**config.mk**
```make
export PLATFORM = sky130hd
export DESIGN_NAME = gpio_sc_bank
export DESIGN_NICKNAME = d
export VERILOG_FILES = /design/src/rtl/gpio_sc_pkg.sv /design/src/rtl/gpio_sc_decode.sv /design/src/rtl/gpio_sc_pin_state.sv /design/src/rtl/gpio_sc_input_sync.sv /design/src/rtl/gpio_sc_bank.sv
export SDC_FILE = /design/constraint.sdc
export NUM_CORES = 1
export LEC_CHECK = 0
export CAP_MARGIN = 10
export CORE_ASPECT_RATIO = 0.75
export CORE_UTILIZATION = 46
export CTS_CLUSTER_SIZE = 16
export DETAILED_ROUTE_END_ITERATION = 12
export PLACE_DENSITY = 0.79
export SYNTH_ARGS = -nofsm -noshare
export SYNTH_HDL_FRONTEND = slang
export SYNTH_SLANG_ARGS = --single-unit
```
**constraint.sdc**
```tcl
create_clock -name clk -period 1.6 [get_ports clk]
set_input_delay 0.48 -clock clk [delete_from_list [all_inputs] [get_ports clk]]
set_output_delay 0.48 -clock clk [all_outputs]
set_load 0.1 [all_outputs]
```
**src/rtl/gpio_sc_pkg.sv**
```systemverilog
package gpio_sc_pkg;

    // Register offsets (byte addresses on the register bus)
    localparam int unsigned OFS_SET  = 32'h00;
    localparam int unsigned OFS_CLR  = 32'h10;
    localparam int unsigned OFS_DRV  = 32'h20;
    localparam int unsigned OFS_HIZ  = 32'h30;
    localparam int unsigned OFS_PINS = 32'h40;

    // One-hot decoded register strobes
    typedef struct packed {
        logic set;
        logic clr;
        logic drv;
        logic hiz;
        logic rd_pins;
    } bank_strobe_t;

endpackage

```
**src/rtl/gpio_sc_decode.sv**
```systemverilog
module gpio_sc_decode
    import gpio_sc_pkg::*;
#(
    parameter int ADDR_W = 8
) (
    input  logic [ADDR_W-1:0] addr,
    input  logic              wr,
    input  logic              rd,
    output bank_strobe_t      stb
);

    always_comb begin
        stb         = '0;
        stb.set     = wr && (addr == ADDR_W'(OFS_SET));
        stb.clr     = wr && (addr == ADDR_W'(OFS_CLR));
        stb.drv     = wr && (addr == ADDR_W'(OFS_DRV));
        stb.hiz     = wr && (addr == ADDR_W'(OFS_HIZ));
        stb.rd_pins = rd && (addr == ADDR_W'(OFS_PINS));
    end

endmodule

```
**src/rtl/gpio_sc_pin_state.sv**
```systemverilog
module gpio_sc_pin_state
    import gpio_sc_pkg::*;
#(
    parameter int PINS = 32
) (
    input  logic            clk,
    input  logic            rst_n,
    input  bank_strobe_t    stb,
    input  logic [PINS-1:0] wdata,
    output logic [PINS-1:0] out_val,
    output logic [PINS-1:0] out_en
);

    typedef struct packed {
        logic [PINS-1:0] val;
        logic [PINS-1:0] en;
    } pin_state_t;

    pin_state_t st_d, st_q;
    logic [PINS-1:0] val_nx, en_nx;

    // Per-pin next state: a 1 in the mask moves the pin, a 0 holds it
    for (genvar g = 0; g < PINS; g++) begin : g_pin
        assign val_nx[g] = (stb.set && wdata[g]) ? 1'b1 :
                           (stb.clr && wdata[g]) ? 1'b0 : st_q.val[g];
        assign en_nx[g]  = (stb.drv && wdata[g]) ? 1'b1 :
                           (stb.hiz && wdata[g]) ? 1'b0 : st_q.en[g];
    end

    always_comb begin
        st_d     = st_q;
        st_d.val = val_nx;
        st_d.en  = en_nx;
    end

    always_ff @(posedge clk or negedge rst_n) begin
        if (!rst_n) st_q <= '0;
        else        st_q <= st_d;
    end

    assign out_val = st_q.val;
    assign out_en  = st_q.en;

    p_set_r2: assert property (@(posedge clk) disable iff (!rst_n)
        stb.set |=> ((out_val & $past(wdata)) == $past(wdata)) && $stable(out_en));
    p_clr_r3: assert property (@(posedge clk) disable iff (!rst_n)
        stb.clr |=> ((out_val & $past(wdata)) == '0) && $stable(out_en));
    p_drv_r4: assert property (@(posedge clk) disable iff (!rst_n)
        stb.drv |=> ((out_en & $past(wdata)) == $past(wdata)) && $stable(out_val));
    p_hiz_r5: assert property (@(posedge clk) disable iff (!rst_n)
        stb.hiz |=> ((out_en & $past(wdata)) == '0) && $stable(out_val));
    p_hold_r10: assert property (@(posedge clk) disable iff (!rst_n)
        !(stb.set || stb.clr || stb.drv || stb.hiz) |=> $stable(out_val) && $stable(out_en));

endmodule

```
**src/rtl/gpio_sc_input_sync.sv**
```systemverilog
module gpio_sc_input_sync #(
    parameter int PINS = 32
) (
    input  logic            clk,
    input  logic            rst_n,
    input  logic [PINS-1:0] pins_async,
    output logic [PINS-1:0] pins_sync
);

    typedef struct packed {
        logic [PINS-1:0] meta;
        logic [PINS-1:0] stable;
    } sync_t;

    sync_t sy_d, sy_q;

    always_comb begin
        sy_d        = sy_q;
        sy_d.meta   = pins_async;
        sy_d.stable = sy_q.meta;
    end

    always_ff @(posedge clk or negedge rst_n) begin
        if (!rst_n) sy_q <= '0;
        else        sy_q <= sy_d;
    end

    assign pins_sync = sy_q.stable;

    // Checker-only warm-up count: the two-edge relation holds once both stages have loaded
    logic [1:0] warm_q;
    always_ff @(posedge clk or negedge rst_n) begin
        if (!rst_n)              warm_q <= '0;
        else if (warm_q != 2'd3) warm_q <= warm_q + 2'd1;
    end

    p_two_edge_r8: assert property (@(posedge clk) disable iff (!rst_n)
        (warm_q == 2'd3) |-> (pins_sync == $past(pins_async, 2)));

endmodule

```
**src/rtl/gpio_sc_bank.sv**
```systemverilog
module gpio_sc_bank
    import gpio_sc_pkg::*;
#(
    parameter int ADDR_W = 8,
    parameter int PINS   = 32
) (
    input  logic              clk,
    input  logic              rst_n,
    input  logic [ADDR_W-1:0] bus_addr,
    input  logic              bus_wr,
    input  logic [PINS-1:0]   bus_wdata,
    input  logic              bus_rd,
    output logic [PINS-1:0]   bus_rdata,
    output logic [PINS-1:0]   pad_out,
    output logic [PINS-1:0]   pad_oe,
    input  logic [PINS-1:0]   pad_in
);

    bank_strobe_t    stb;
    logic [PINS-1:0] pins_sync;

    typedef struct packed {
        logic [PINS-1:0] rdata;
    } rd_state_t;

    rd_state_t rd_d, rd_q;

    gpio_sc_decode #(.ADDR_W(ADDR_W)) u_decode (
        .addr (bus_addr),
        .wr   (bus_wr),
        .rd   (bus_rd),
        .stb  (stb)
    );

    gpio_sc_pin_state #(.PINS(PINS)) u_state (
        .clk     (clk),
        .rst_n   (rst_n),
        .stb     (stb),
        .wdata   (bus_wdata),
        .out_val (pad_out),
        .out_en  (pad_oe)
    );

    gpio_sc_input_sync #(.PINS(PINS)) u_sync (
        .clk        (clk),
        .rst_n      (rst_n),
        .pins_async (pad_in),
        .pins_sync  (pins_sync)
    );

    // Read path: only the pin-level register returns data; all else reads 0
    always_comb begin
        rd_d       = '0;
        if (stb.rd_pins) rd_d.rdata = pins_sync;
    end

    always_ff @(posedge clk or negedge rst_n) begin
        if (!rst_n) rd_q <= '0;
        else        rd_q <= rd_d;
    end

    assign bus_rdata = rd_q.rdata;

    p_rdata_zero_r9: assert property (@(posedge clk) disable iff (!rst_n)
        !(bus_rd && (bus_addr == ADDR_W'(OFS_PINS))) |=> (bus_rdata == '0));

endmodule

```
==> results of run 1 <==
## synth_stat cells, drive strengths merged
library cell  number  area share
clkbuf             7      0.0047
nor4               1      0.0038
nor4b              3      0.0074
and2              32       0.036
dfrtp            160        0.72
and3               1      0.0011
nand3             64       0.057
buf               16       0.014
mux2i             64        0.11
inv               64       0.043
## sequential cells by signal, summed over array words and instances (netlist names)
| signal | count |
|---|---|
| u_state.out_val | 32 |
| u_sync.sy_d | 32 |
| u_state.out_en | 32 |
| u_sync.pins_sync | 32 |
| bus_rdata | 32 |
## power groups by stage
stage / sequential (mW) / clock [mW] / combinational [mW]
2_1_floorplan: 4.90 / 0 / 0.124
3_3_place_gp: 4.38 / 0 / 1.37
3_5_place_dp: 4.39 / 0 / 1.39
4_1_cts: 4.32 / 4.13 / 1.41
5_1_grt: 4.33 / 4.32 / 1.47
6_report: 4.32 / 4.05 / 1.41
## layer usage
metal | share of wire | up-vias | global-route usage
li1 | - | 1685 | -
met1 | 0.39 | 1929 | 0.282
met2 | 0.54 | 145 | 0.392
met3 | 0.055 | 14 | 0.0661
met4 | 0.013 | 0 | 0.0688
met5 | 0 | - | 0
## metrics by stage
stage               power, mW   util  instance area [sq um]
floorplan                5.03      -                   5580
global placement         5.75  0.730                   8540
detailed placement       5.78  0.730                   8540
CTS                      9.86  0.788                   9220
global route             10.1  0.793                   9280
finish                   9.78  0.793                   9280
## worst paths after layout
kind | depth (start not counted) | endpoint | slack [ps] | startpoint
min in group asynchronous | 2 | u_state.out_val[30] | 500 | rst_n
worst min register to register | 0 | u_sync.pins_sync[21] | 350 | u_sync.sy_d[21]
worst max register to register | 2 | u_state.out_val[19] | 830 | u_state.out_val[19]
worst min-delay path | 0 | u_sync.pins_sync[21] | 350 | u_sync.sy_d[21]
worst max-delay path | 6 | u_state.out_val[17] | 60 | bus_wr
max in group asynchronous | 3 | u_sync.sy_d[9] | 510 | rst_n
## logic make-up after synthesis
group	synth area share
mux	0.115
buf+inv	0.0621
simple gates	0.106
flops	0.717
## layout make-up
cell class	instances	area share
sequential	160	0.431
timing repair buffer	191	0.319
multi-input combinational	165	0.138
clock buffer	18	0.0462
inverter	64	0.0259
tap	162	0.0218
clock inverter	14	0.0181
## worst max-delay path, delay by kind of cell
family,cells,cell delay (ps)
buffers and inverters,3,850
multiplexers,1,140
AND/OR/NAND/NOR,2,330
## what timing repair did
item | 4_1_cts | 5_1_grt
cloned | 1 | 2
hold buffers | 1 | 0
endpoints found under the hold margin | 23 | 0
setup endpoints to repair | 96 | 4
resized for setup | 14 | 3
buffers inserted | 1 | 0
pin swaps | 2 | 0
==> flow_summary_export.csv, run 1 <==
group,metric,value,unit
power,p_int,7.11,mW
cells_and_area,nets,675,
clock_network,clk_pin_slew,60,ps
cells_and_area,fillers,642,
power,clockPowerShare,0.414,
clock_network,cts.sinks,160,
timing,setup_tns,0,ps
timing,period_needed,1540,ps
synthesis,syn_inst,412,
worst_setup_path,start_kind,"input pin",
run,cap_violations,0,
power,switching_share,0.274,
die,core_area,11700,sq um
power,leakage,4.83,nW
timing,rsz0062_at_grt,"no",
synthesis,ys_types,11,
die,start_util,0.477,
worst_setup_path,endpoint_kind,"flip-flop",
placement,pre_cts_ws,-562,ps
die,chipHeight,97.4,um
detailed_routing,drtPass1Iterations,4,
worst_setup_path,arrival,1800,ps
die,dieWidth,129,um
timing,hold_viol,0,
global_routing,grt_pass1_vias,3965,
hold_path,hold_class,"reg2reg",
placement,dp.cells,737,
worst_setup_path,cp_slowest_cell,"clkdlybuf4s50_1",
global_routing,grt_max_degree,65,
die,rows,34,
cells_and_area,fin_cells,774,
timing,worstMarginPinSlew,649,ps
detailed_routing,drt_iter0_markers,208,
cells_and_area,area_growth,66.3,%
die,pin_count,172,
synthesis,yosys_warnings,0,
die,die-area,12600,sq um
placement,hpwl,9380,um
cells_and_area,final_common_cell,"dfrtp_1",
outcome,status,"completed",
power,ir_worst_vdd,0.000711,V
power,p_seq_frac,0.441,
cells_and_area,seq_area,4000,sq um
power,power_switching,2.68,mW
synthesis,ys_ff_latch,160,
clock_network,root_buffer,"clkbuf_16",
clock_network,cts_max_level,4,
detailed_routing,wl_per_cell,18.0,um
clock_network,cts_tree,"yes",
worst_setup_path,crit_type,"in2reg",
detailed_routing,vias,3773,
worst_setup_path,cp_cell_sequence,"clkdlybuf4s50_1, nor4b_4, buf_6, clkbuf_16, nand3_1, mux2i_1",
synthesis,synth.avg_cell_area,13.5,sq um
worst_setup_path,max_stage_delay,460,ps
timing,max_slew_margin,0.567,
detailed_routing,routed_wl,13900,um
global_routing,grt_pass1_wl,21100,um
clock_network,cts_buffers,17,
timing,hold-worst-slack,346,ps
cells_and_area,final_cell_mix,"160 x dfrtp_1, 102 x buf_12, 66 x clkdlybuf4s50_1",
power,power.density,1050,nW/um^2
worst_setup_path,worstPathMaxFanout,15,
placement,io_buffers,171,
synthesis,synth_nets,488,
timing,setup_violations,0,
power,p_comb_frac,0.144,
timing,finalClockSkew,5.37,ps
detailed_routing,drc,0,
detailed_routing,ant_nets,0,
timing,fmax,649,MHz
global_routing,overflow,0,
timing,min_period_over_period,0.963,
global_routing,grt_usage,0.230,
cells_and_area,multiInputGateArea,1280,sq um
clock_network,clkLatencyLatePin,410,ps
clock_network,clock_path_buffers,2,
cells_and_area,diodes,0,
global_routing,antenna_found_initial,0,
worst_setup_path,worstPathRequired,1860,ps
synthesis,synth.cell_area,5580,sq um
detailed_routing,via_per_inst,4.87,
cells_and_area,drive_above_1_share,0.255,
timing,slew_viol_final,0,
placement,gp_congestion,0.785,
synthesis,seq_area_frac_synth,0.717,
timing,setup_slack,59.2,ps
No activity file was read; power rests on OpenSTA's default activity.
==> inputs of run 2 (changes only) <==
- SKIP_CTS_REPAIR_TIMING: not set -> 1
==> run 2 against run 1 <==
Final cell count increased by 0.26%. Sequential power barely moved. Worst hold slack about the same. Combinational power hardly changed. Total power hardly changed. Flip-flop and latch count stayed put. Clock skew about the same. Largest cell class unchanged.
==> flow_summary_export.csv, run 2 (synthesis results as in run 1) <==
group,metric,value,unit
global_routing,antenna_found_initial,0,
cells_and_area,area_growth,67.3,%
cells_and_area,drive_above_1_share,0.257,
power,switching_share,0.274,
detailed_routing,via_per_inst,4.89,
clock_network,clkLatencyLatePin,410,ps
timing,rsz0062_at_grt,"yes",
cells_and_area,final_cell_mix,"160 x dfrtp_1, 102 x buf_12, 66 x clkdlybuf4s50_1",
cells_and_area,fillers,633,
detailed_routing,vias,3795,
global_routing,grt_max_degree,65,
die,dieWidth,129,um
cells_and_area,diodes,0,
detailed_routing,drt_iter0_markers,205,
power,leakage,4.90,nW
placement,io_buffers,171,
clock_network,clk_pin_slew,60,ps
timing,fmax,650,MHz
clock_network,cts_tree,"yes",
worst_setup_path,critPathTopFamily,"buffers and inverters",
power,power.density,1050,nW/um^2
cells_and_area,nets,677,
run,cap_violations,0,
placement,dp.cells,737,
hold_path,hold_class,"reg2reg",
clock_network,root_buffer,"clkbuf_16",
power,p_comb_frac,0.145,
worst_setup_path,cp_slowest_cell,"clkdlybuf4s50_1",
power,p_seq_frac,0.441,
detailed_routing,routed_wl,14200,um
worst_setup_path,crit_buf_inv,3,
outcome,status,"completed",
timing,worstMarginPinSlew,646,ps
placement,hpwl,9380,um
placement,gp_congestion,0.785,
clock_network,clock_path_buffers,2,
power,power_switching,2.68,mW
detailed_routing,ant_nets,0,
placement,placed_area,8540,sq um
global_routing,grt_pass1_vias,3927,
clock_network,cts_buffers,17,
timing,finalClockSkew,5.55,ps
die,core_area,11700,sq um
cells_and_area,fin_area,9330,sq um
timing,min_period_over_period,0.962,
timing,hold_viol,0,
timing,setup_violations,0,
worst_setup_path,cp_cell_sequence,"clkdlybuf4s50_1, nor4b_4, buf_6, buf_12, nand3_1, mux2i_1",
global_routing,overflow,0,
timing,max_slew_margin,0.569,
power,p_total,9.79,mW
detailed_routing,drc,0,
worst_setup_path,start_kind,"input pin",
cells_and_area,fin_cells,776,
power,clockPowerShare,0.414,
die,chipHeight,97.4,um
die,pin_count,172,
die,start_util,0.477,
worst_setup_path,endpoint_kind,"flip-flop",
worst_setup_path,worstPathRequired,1860,ps
worst_setup_path,arrival,1800,ps
timing,period_needed,1540,ps
global_routing,grt_usage,0.225,
die,die-area,12600,sq um
global_routing,grt_pass1_wl,20700,um
power,p_int,7.11,mW
cells_and_area,finalCoreUtilization,0.798,
die,rows,34,
power,ir_worst_vdd,0.000713,V
cells_and_area,final_common_cell,"dfrtp_1",
clock_network,cts_max_level,4,
worst_setup_path,crit_type,"in2reg",
timing,slew_viol_final,0,
clock_network,cts.sinks,160,
worst_setup_path,max_stage_delay,460,ps
detailed_routing,wl_per_cell,18.3,um
worst_setup_path,worstPathMaxFanout,14,
detailed_routing,drtPass1Iterations,4,
## run 2: cell types whose count changed in the layout (fill, tap and decap cells not counted), sizes merged
cell / delta
dlygate4sd2: -7
clkbuf: +2
bufbuf: -1
buf: +1
dlymetal6s2s: +7
## run 2: final timing paths
path	startpoint	endpoint	slack [ps]	cells after the start
max in group asynchronous	rst_n	u_sync.sy_d[0]	500	3
max reg2reg	u_state.out_en[26]	u_state.out_en[26]	820	2
min in group asynchronous	rst_n	u_state.out_en[23]	510	2
min reg2reg	u_sync.sy_d[21]	u_sync.pins_sync[21]	350	0
max	bus_wr	u_state.out_val[22]	60	6
min	u_sync.sy_d[21]	u_sync.pins_sync[21]	350	0
## run 2: per-stage QoR
| stage | hold WS (ps) | TNS [ps] | worst slack [ps] |
|---|---|---|---|
| 6_report | 346 | 0 | 60.9 |
| 5_1_grt | 353 | 0 | 36.5 |
| 4_1_cts | -68.6 | -8120 | -140 |
| 3_5_place_dp | 336 | -49290 | -562 |
| 3_3_place_gp | 332 | -49480 | -629 |
| 2_1_floorplan | 184 | 0 | 124 |
## run 2: cell type report
class                      instances  area [sq um]  area share
tap                              162           203      0.0217
sequential                       160          4000       0.429
timing repair buffer             193          3010       0.323
multi-input combinational        165          1280       0.137
clock buffer                      18           429      0.0460
clock inverter                    14           168      0.0180
inverter                          64           240      0.0257
## run 2: metal layers
| layer | wire, um | part of all wire | global-route usage | up-vias |
|---|---|---|---|---|
| met5 | 0 | 0 | 0 | - |
| met4 | 204 | 0.014 | 0.0805 | 0 |
| met3 | 700 | 0.049 | 0.0655 | 18 |
| met2 | 7450 | 0.53 | 0.376 | 133 |
| met1 | 5830 | 0.41 | 0.276 | 1956 |
| li1 | - | - | - | 1688 |
## run 2: power by group through the flow
stage / logic [mW] / clock network (mW) / registers, mW
after CTS: 1.40 / 4.13 / 4.32
after floorplan: 0.124 / 0 / 4.90
after detailed placement: 1.39 / 0 / 4.39
final: 1.42 / 4.05 / 4.32
after global placement: 1.37 / 0 / 4.38
after global routing: 1.47 / 4.32 / 4.33
==> inputs of run 3 (changes only) <==
- CTS_CLUSTER_DIAMETER: not set -> 30
- PLACE_DENSITY: 0.79 -> 0.75
- clock period: 1.6 -> 1.9 ns (I/O delays scaled with it)
==> run 3 against run 2 <==
Global-route usage decreased by 0.45 points. Clock power decreased by 19%. Combinational power decreased by 18%. Total power decreased by 17%. Critical path depth decreased by 1. Die area unchanged. Worst setup slack improved by 94 ps. Count of clock-buffer cells in the layout unchanged. Register-to-register slack improved by 320 ps. Critical path type unchanged.
==> flow_summary_export.csv, run 3 (synthesis results as in run 1) <==
group,metric,value,unit
die,chipHeight,97.4,um
detailed_routing,routed_wl,12600,um
worst_setup_path,start_kind,"input pin",
cells_and_area,final_common_cell,"dfrtp_1",
timing,max_slew_margin,0.575,
detailed_routing,drtPass1Iterations,6,
power,ir_worst_vdd,0.000604,V
timing,finalClockSkew,5.09,ps
worst_setup_path,crit_type,"in2reg",
worst_setup_path,endpoint_kind,"flip-flop",
worst_setup_path,arrival,2010,ps
global_routing,grt_pass1_wl,20600,um
timing,period_needed,1750,ps
timing,worstMarginPinSlew,637,ps
die,pin_count,172,
die,dieWidth,129,um
placement,gp_congestion,0.776,
die,rows,34,
die,core_area,11700,sq um
power,leakage,4.75,nW
cells_and_area,finalCoreUtilization,0.781,
cells_and_area,area_growth,63.7,%
hold_path,hold_class,"in2async",
global_routing,antenna_found_initial,0,
global_routing,overflow,0,
placement,dp.cells,738,
clock_network,cts_buffers,17,
placement,io_buffers,171,
timing,slew_viol_final,0,
cells_and_area,fin_area,9140,sq um
cells_and_area,fin_cells,770,
die,die-area,12600,sq um
outcome,status,"completed",
detailed_routing,via_per_inst,4.71,
placement,hpwl,8890,um
clock_network,cts_tree,"yes",
clock_network,clk_pin_slew,70,ps
timing,min_period_over_period,0.919,
global_routing,grt_usage,0.220,
clock_network,cts.sinks,160,
timing,hold_viol,0,
global_routing,grt_max_degree,65,
timing,setup_slack,155,ps
timing,setup_violations,0,
detailed_routing,wl_per_cell,16.4,um
detailed_routing,ant_nets,0,
cells_and_area,fillers,674,
cells_and_area,final_cell_mix,"160 x dfrtp_1, 102 x buf_12, 73 x clkdlybuf4s50_1",
detailed_routing,drt_iter0_markers,143,
die,start_util,0.477,
timing,fmax,573,MHz
detailed_routing,drc,0,
cells_and_area,diodes,0,
placement,placed_area,8550,sq um
run,cap_violations,0,
placement,pre_cts_ws,-264,ps
cells_and_area,drive_above_1_share,0.245,
worst_setup_path,worstPathMaxFanout,19,
clock_network,root_buffer,"clkbuf_16",
timing,rsz0062_at_grt,"no",
power,power.density,885,nW/um^2
clock_network,cts_max_level,4,
worst_setup_path,worstPathRequired,2160,ps
clock_network,clkLatencyLatePin,410,ps
cells_and_area,nets,671,
detailed_routing,vias,3625,
clock_network,clock_path_buffers,2,
global_routing,grt_pass1_vias,3882,
run 3: routing by layer:
layer | part of all wire | GRT usage
met5 | 0 | 0
met3 | 0.061 | 0.0666
met1 | 0.40 | 0.274
met4 | 0.015 | 0.0796
met2 | 0.52 | 0.362
run 3: final timing paths:
check                              startpoint                   end  slack (ps)  depth (start not counted)
hold reg to reg               u_sync.sy_d[28]  u_sync.pins_sync[28]         350                          0
setup / recovery                  bus_addr[7]    u_state.out_val[3]         150                          5
setup reg to reg           u_state.out_en[19]    u_state.out_en[19]        1140                          2
max in group asynchronous               rst_n    u_state.out_en[18]        1230                          2
hold / removal                          rst_n   u_state.out_val[26]          80                          1
min in group clk              u_sync.sy_d[28]  u_sync.pins_sync[28]         350                          0
run 3: worst max-delay path: stages:
cell	delay, ps
clkdlybuf4s50_1	500
nor4_4	340
buf_4	300
nand3_1	150
mux2i_1	150
run 3: area by class of cell:
type                    count  area [sq um]  share of cell area
clock buffers              18           439              0.0481
clock inverters            14           151              0.0166
inverters                  64           240              0.0263
multi-input cells         165          1240               0.135
flip-flops and latches    160          4000               0.438
well taps                 162           203              0.0222
repair buffers            187          2860               0.313
run 3: stage by stage:
stage | hold slack [ps] | TNS (ps) | total power, mW
floorplan | 274 | 0 | 4.23
global placement | 331 | -16960 | 4.85
detailed placement | 335 | -20030 | 4.87
CTS | 88.1 | 0 | 8.15
global route | 89.8 | 0 | 8.38
finish | 78.7 | 0 | 8.08
run 3: where the power goes:
group | switching [mW] | internal [mW] | total [mW]
clock | 1.50 | 1.79 | 3.28
combinational | 0.718 | 0.452 | 1.17
sequential | 0.0905 | 3.54 | 3.63
total | 2.31 | 5.78 | 8.08
